**src/rtl/fci_pkg.sv**
```systemverilog
package fci_pkg;

  localparam int DATA_W   = 16;
  localparam int NUM_REGS = 5;

  // register addresses
  localparam int A_CMD  = 0;
  localparam int A_CFGA = 1;
  localparam int A_CFGB = 2;
  localparam int A_STAT = 3;
  localparam int A_INT  = 4;

  // reset values
  localparam logic [DATA_W-1:0] CFGA_RST      = 16'h40C0;
  localparam logic [DATA_W-1:0] INT_COLD_RST  = 16'h8080;
  localparam logic [DATA_W-1:0] INT_WARM_RST  = 16'h8010;
  localparam logic [DATA_W-1:0] CFGA_RD_MASK  = 16'hFFE0;

  // flag bit positions
  localparam int B_GLOBAL = 15;
  localparam int B_LOADED = 7;
  localparam int B_PROGD  = 6;
  localparam int B_ERASED = 5;
  localparam int B_ECMD   = 10;
  localparam int B_EERASE = 11;
  localparam int B_EPROG  = 12;
  localparam int B_ELOAD  = 13;
  localparam int B_POL    = 6;
  localparam int B_RDY    = 7;

  localparam logic [DATA_W-1:0] ERR_ALL =
    (DATA_W'(1) << B_ECMD) | (DATA_W'(1) << B_EERASE) |
    (DATA_W'(1) << B_EPROG) | (DATA_W'(1) << B_ELOAD);

  typedef enum logic [2:0] {
    K_LOAD, K_PROG, K_ERASE, K_PLAIN, K_HOLD, K_RESET, K_BAD
  } op_kind_e;

  function automatic op_kind_e kind_of(input logic [DATA_W-1:0] code);
    op_kind_e k;
    case (code)
      16'h0000, 16'h0013:                   k = K_LOAD;
      16'h0080, 16'h001A, 16'h001B:         k = K_PROG;
      16'h0094, 16'h0095, 16'h0030:         k = K_ERASE;
      16'h0023, 16'h0027, 16'h002A,
      16'h002C, 16'h0065, 16'h0071:         k = K_PLAIN;
      16'h00B0:                             k = K_HOLD;
      16'h00F0, 16'h00F3:                   k = K_RESET;
      default:                              k = K_BAD;
    endcase
    return k;
  endfunction

  function automatic logic goes_to_core(input op_kind_e k);
    return (k == K_LOAD) || (k == K_PROG) || (k == K_ERASE) || (k == K_PLAIN);
  endfunction

  function automatic logic [DATA_W-1:0] done_mask(input op_kind_e k);
    logic [DATA_W-1:0] m;
    m = '0;
    if (goes_to_core(k)) m[B_GLOBAL] = 1'b1;
    case (k)
      K_LOAD:  m[B_LOADED] = 1'b1;
      K_PROG:  m[B_PROGD]  = 1'b1;
      K_ERASE: m[B_ERASED] = 1'b1;
      default: ;
    endcase
    return m;
  endfunction

  function automatic logic [DATA_W-1:0] fail_mask(input op_kind_e k);
    logic [DATA_W-1:0] m;
    m = '0;
    if (goes_to_core(k)) m[B_ECMD] = 1'b1;
    case (k)
      K_LOAD:  m[B_ELOAD]  = 1'b1;
      K_PROG:  m[B_EPROG]  = 1'b1;
      K_ERASE: m[B_EERASE] = 1'b1;
      default: ;
    endcase
    return m;
  endfunction

  // pin level: pending XOR inverted polarity bit
  function automatic logic irq_level(input logic pending, input logic pol);
    return pending ^ ~pol;
  endfunction

endpackage

```
**src/rtl/fci_cmd_gate.sv**
```systemverilog
module fci_cmd_gate
  import fci_pkg::*;
#(
  parameter int CODE_W = 8
) (
  input  logic              clk,
  input  logic              rst_n,
  input  logic              soft_rst,
  input  logic              cmd_wr,
  input  logic [DATA_W-1:0] cmd_wdata,
  input  logic              int_pend,
  input  logic              op_done,
  input  logic              op_fail,
  output logic [DATA_W-1:0] cmd_q,
  output logic              op_valid,
  output logic [CODE_W-1:0] op_code,
  output logic              cmd_accept,
  output logic              reset_hit,
  output logic              bad_hit,
  output logic              op_finish,
  output logic [DATA_W-1:0] set_int,
  output logic [DATA_W-1:0] set_err
);

  logic     busy_q;
  op_kind_e kind_q;
  op_kind_e kind_in;

  always_comb begin
    kind_in    = kind_of(cmd_wdata);
    cmd_accept = cmd_wr && !int_pend && !busy_q;
    reset_hit  = cmd_accept && (kind_in == K_RESET);
    bad_hit    = cmd_accept && (kind_in == K_BAD);
    op_finish  = op_done && busy_q;
    set_int    = '0;
    set_err    = '0;
    if (op_finish) begin
      set_int = done_mask(kind_q);
      if (op_fail) set_err = fail_mask(kind_q);
    end else if (bad_hit) begin
      set_int[B_GLOBAL] = 1'b1;
      set_err[B_ECMD]   = 1'b1;
    end
  end

  always_ff @(posedge clk or negedge rst_n) begin
    if (!rst_n) begin
      cmd_q    <= '0;
      busy_q   <= 1'b0;
      op_valid <= 1'b0;
      kind_q   <= K_HOLD;
    end else if (soft_rst) begin
      cmd_q    <= '0;
      busy_q   <= 1'b0;
      op_valid <= 1'b0;
      kind_q   <= K_HOLD;
    end else begin
      op_valid <= 1'b0;
      if (op_finish) busy_q <= 1'b0;
      if (cmd_accept) begin
        cmd_q <= cmd_wdata;
        if (goes_to_core(kind_in)) begin
          busy_q   <= 1'b1;
          op_valid <= 1'b1;
          kind_q   <= kind_in;
        end
      end
    end
  end

  assign op_code = cmd_q[CODE_W-1:0];

endmodule

```
**src/rtl/fci_flag_regs.sv**
```systemverilog
module fci_flag_regs
  import fci_pkg::*;
(
  input  logic              clk,
  input  logic              rst_n,
  input  logic              soft_rst,
  input  logic              int_wr,
  input  logic [DATA_W-1:0] wdata,
  input  logic [DATA_W-1:0] set_int,
  input  logic [DATA_W-1:0] set_err,
  output logic [DATA_W-1:0] int_q,
  output logic [DATA_W-1:0] stat_q
);

  logic [DATA_W-1:0] int_acked;
  logic [DATA_W-1:0] stat_kept;
  logic              ack_clears;

  always_comb begin
    int_acked  = int_wr ? (int_q & wdata) : int_q;
    ack_clears = int_wr && !int_acked[B_GLOBAL];
    stat_kept  = ack_clears ? (stat_q & ~ERR_ALL) : stat_q;
  end

  always_ff @(posedge clk or negedge rst_n) begin
    if (!rst_n) begin
      int_q  <= INT_COLD_RST;
      stat_q <= '0;
    end else if (soft_rst) begin
      int_q  <= INT_WARM_RST;
      stat_q <= '0;
    end else begin
      int_q  <= int_acked | set_int;
      stat_q <= stat_kept | set_err;
    end
  end

endmodule

```
**src/rtl/fci_cfg_regs.sv**
```systemverilog
module fci_cfg_regs
  import fci_pkg::*;
(
  input  logic              clk,
  input  logic              rst_n,
  input  logic              soft_rst,
  input  logic              cfga_wr,
  input  logic              cfgb_wr,
  input  logic [DATA_W-1:0] wdata,
  output logic [DATA_W-1:0] cfg_a_q,
  output logic [DATA_W-1:0] cfg_b_q,
  output logic              ready_q
);

  always_ff @(posedge clk or negedge rst_n) begin
    if (!rst_n) begin
      cfg_a_q <= CFGA_RST;
      cfg_b_q <= '0;
      ready_q <= 1'b1;
    end else if (soft_rst) begin
      cfg_a_q <= CFGA_RST;
      cfg_b_q <= '0;
      ready_q <= 1'b1;
    end else begin
      if (cfga_wr) begin
        cfg_a_q <= wdata;
        ready_q <= wdata[B_RDY];
      end
      if (cfgb_wr) cfg_b_q <= wdata;
    end
  end

endmodule

```
**src/rtl/flash_cmd_irq.sv**
```systemverilog
module flash_cmd_irq
  import fci_pkg::*;
#(
  parameter int ADDR_W = 3,
  parameter int CODE_W = 8
) (
  input  logic              clk,
  input  logic              rst_n,
  input  logic              warm_req,
  input  logic              reg_wr,
  input  logic              reg_rd,
  input  logic [ADDR_W-1:0] reg_addr,
  input  logic [15:0]       reg_wdata,
  output logic [15:0]       reg_rdata,
  output logic              op_valid,
  output logic [CODE_W-1:0] op_code,
  input  logic              op_done,
  input  logic              op_fail,
  output logic              irq_out,
  output logic              ready_out
);

  logic [NUM_REGS-1:0] wr_sel;
  logic                cmd_wr, cfga_wr, cfgb_wr, int_wr;
  logic                soft_rst;
  logic                cmd_accept, reset_hit, bad_hit, op_finish;
  logic [DATA_W-1:0]   cmd_q, int_q, stat_q, cfg_a_q, cfg_b_q;
  logic [DATA_W-1:0]   set_int, set_err;
  logic [DATA_W-1:0]   rd_mux;

  for (genvar i = 0; i < NUM_REGS; i++) begin : g_wsel
    assign wr_sel[i] = reg_wr && (reg_addr == ADDR_W'(i));
  end

  assign cmd_wr   = wr_sel[A_CMD];
  assign cfga_wr  = wr_sel[A_CFGA];
  assign cfgb_wr  = wr_sel[A_CFGB];
  assign int_wr   = wr_sel[A_INT];
  assign soft_rst = warm_req || reset_hit;

  fci_cmd_gate #(.CODE_W(CODE_W)) u_gate (
    .clk(clk), .rst_n(rst_n), .soft_rst(soft_rst),
    .cmd_wr(cmd_wr), .cmd_wdata(reg_wdata), .int_pend(int_q[B_GLOBAL]),
    .op_done(op_done), .op_fail(op_fail),
    .cmd_q(cmd_q), .op_valid(op_valid), .op_code(op_code),
    .cmd_accept(cmd_accept), .reset_hit(reset_hit), .bad_hit(bad_hit),
    .op_finish(op_finish), .set_int(set_int), .set_err(set_err)
  );

  fci_flag_regs u_flags (
    .clk(clk), .rst_n(rst_n), .soft_rst(soft_rst),
    .int_wr(int_wr), .wdata(reg_wdata),
    .set_int(set_int), .set_err(set_err),
    .int_q(int_q), .stat_q(stat_q)
  );

  fci_cfg_regs u_cfg (
    .clk(clk), .rst_n(rst_n), .soft_rst(soft_rst),
    .cfga_wr(cfga_wr), .cfgb_wr(cfgb_wr), .wdata(reg_wdata),
    .cfg_a_q(cfg_a_q), .cfg_b_q(cfg_b_q), .ready_q(ready_out)
  );

  always_comb begin
    case (reg_addr)
      ADDR_W'(A_CMD):  rd_mux = cmd_q;
      ADDR_W'(A_CFGA): rd_mux = cfg_a_q & CFGA_RD_MASK;
      ADDR_W'(A_CFGB): rd_mux = cfg_b_q;
      ADDR_W'(A_STAT): rd_mux = stat_q;
      ADDR_W'(A_INT):  rd_mux = int_q;
      default:         rd_mux = '0;
    endcase
  end

  always_ff @(posedge clk or negedge rst_n) begin
    if (!rst_n)      reg_rdata <= '0;
    else if (reg_rd) reg_rdata <= rd_mux;
  end

  assign irq_out = irq_level(int_q[B_GLOBAL], cfg_a_q[B_POL]);

endmodule

```
**config.mk**
```make
export PLATFORM = sky130hd
export DESIGN_NAME = flash_cmd_irq
export DESIGN_NICKNAME = d
export VERILOG_FILES = /design/src/rtl/fci_pkg.sv /design/src/rtl/fci_cmd_gate.sv /design/src/rtl/fci_flag_regs.sv /design/src/rtl/fci_cfg_regs.sv /design/src/rtl/flash_cmd_irq.sv
export SDC_FILE = /design/constraint.sdc
export NUM_CORES = 1
export LEC_CHECK = 0
export BUFFER_PORTS_ARGS = -buffer_cell sky130_fd_sc_hd__buf_4
export CORE_MARGIN = 2
export CORE_UTILIZATION = 50
export DETAILED_ROUTE_END_ITERATION = 7
export GPL_ROUTABILITY_DRIVEN = 0
export PLACE_DENSITY = 0.72
export SLEW_MARGIN = 20
export SYNTH_ARGS = -nofsm -noshare
export SYNTH_HDL_FRONTEND = slang
export SYNTH_HIERARCHICAL = 1
export SYNTH_SLANG_ARGS = --single-unit
```
**constraint.sdc**
```tcl
create_clock -name clk -period 2 [get_ports clk]
set_input_delay 0.2 -clock clk [delete_from_list [all_inputs] [get_ports clk]]
set_output_delay 0.2 -clock clk [all_outputs]
set_load 0.01 [all_outputs]
```
==> impl_metrics.ini <==
[clocking]
cts_buffers = 9
clock_sinks = 96
htree_levels = 3
clkTransAtPathRegs_ns = 0.10
clk_latency_ns = 0.36
cts_root_buf = clkbuf_8
postCtsSetupBuffers = 0
cts_tree = yes
clockBufferDepth = 2

[die]
die_y_um = 106
fp.dieW_um = 106
core.rowCount = 37
core-area_um2 = 10200
ios = 53
initial_core_util_pct = 50.8
dieArea_um2 = 11200

[drt]
drc = 0
finalWirelength_um = 12500
dr.pass1.iters = 4
routedWlPerCell_um = 16.8
routed_via_density = 5.49
num_vias = 4063
drtAntennaViolNets = 0
drtIter0Drc = 250

[critical_path]
crit_type = input pin to register
worstSetupStartpointType = input pin
critPathArrivalTime_ns = 2.10
crit_required_ns = 2.25
crit_path_end_kind = register
path_max_fanout = 22

[finish]
final_common_cell = buf_4
layout-drive-gt1-share_pct = 29.5
diodes = 0
final_nets = 625
final_cell_mix = buf_4 (93), dfrtp_1 (90), nor2_1 (82), nand2_1 (36), a21oi_1 (27)
fillerInstances = 899
area_growth_pct = 19.0
regArea_um2 = 2410
multi_input_area_um2 = 2490

[timing]
setup_viol = 0
fin_crit_sh_pct = 92.3
slew_violations = 0
finalHoldViolations = 0
finalCriticalPeriod_ns = 1.85
skew_ns = 0.00728
slew-limit-headroom_pct = 65.0
fin_hold_ws_ns = 0.0926
grt_setup_unrepaired = no
tightest_slew_ns = 0.524
fmax_ghz = 0.542

[power]
powerDensity_nw_per_um2 = 629
power_uw = 3870
leakage_uw = 0.00261
ir_drop_uv = 289

[placed_design]
hpwl_um = 8580
port_buffers = 52

[global_routing]
first_global_vias = 4214
grt.overflow.total = 0
antenna_found_initial = 0
gr-usage-all-layers_pct = 23.6
grt_max_degree = 45
grt_pass1_wl_um = 21000

[worst_hold_path]
hold_path.class = input pin to register

[yosys]
syn_area_per_cell_um2 = 9.73
synthesis.area_um2 = 5170
synth_warnings = 6
netlist_instances = 532

[job]
maxCapViolCount = 0

[outcome]
status = finished, final reports clean
report_power, final:
group / internal (µW) / total [µW] / leakage, µW / switching, µW
Sequential: 2010 / 2050 / 0.00126 / 39.1
Combinational: 241 / 547 / 0.00126 / 306
Clock: 583 / 1280 / 0.0000929 / 692
Total: 2840 / 3870 / 0.00261 / 1040
what timing repair did:
item	in CTS	in global routing
resized for setup	0	0
hold buffers	1	0
hold endpoints to repair	34	0
stage by stage:
step	cell area [µm²]	instances	setup TNS, ns	util, %	setup slack [ns]
detailed placement	5950	723	-12.82	58.5	-0.224
global placement	5950	723	-11.19	58.5	-0.186
floorplan	5500	555	-2.42	-	-0.0703
global route	6160	740	0	60.5	0.0215
CTS	6160	740	0	60.5	0.146
finish	6160	740	0	60.5	0.155
area by class of cell:
type / count / area share (%)
Clock buffer: 10 / 2.07
Clock inverter: 6 / 1.10
Inverter: 11 / 0.670
Multi-Input combinational cell: 380 / 40.5
Sequential cell: 96 / 39.1
Tap cell: 136 / 2.76
Timing Repair Buffer: 101 / 13.8
worst max-delay path, stage by stage:
cell	delay, ns
buf_4	0.12
or2_1	0.25
or4_4	0.44
o211ai_4	0.18
or3_4	0.15
nor4b_2	0.04
or2_4	0.30
buf_12	0.18
a211o_1	0.22
worst paths after layout:
kind                       slack, ns              start  cells after the start                end
min in group asynchronous       0.33              rst_n                      2  u_cfg/cfg_b_q[10]
min                             0.09      reg_wdata[14]                      2  u_cfg/cfg_a_q[14]
max reg2reg                     0.24      u_gate/busy_q                      5   u_cfg/cfg_b_q[8]
min reg2reg                     0.50  u_flags/stat_q[3]                      2  u_flags/stat_q[3]
max in group asynchronous       0.98              rst_n                      3   u_cfg/cfg_a_q[7]
max                             0.15       reg_wdata[7]                      9   u_flags/int_q[4]
routing by layer:
| metal | global-route usage, % | routed length [µm] |
|---|---|---|
| met3 | 5.07 | 676 |
| met1 | 33.1 | 5910 |
| met4 | 6.30 | 96 |
| met2 | 37.2 | 5780 |
| met5 | 0 | 0 |
flip-flops by register name, summed over array words and instances (netlist names):
name             count
u_cfg/cfg_b_q       16
u_gate/op_valid      1
u_gate/busy_q        1
u_cfg/cfg_a_q       11
u_gate/kind_q        3
u_flags/int_q       16
u_flags/stat_q      16
u_gate/cmd_q        16
reg_rdata           16
Note: power is estimated with default switching activity, not from simulation.
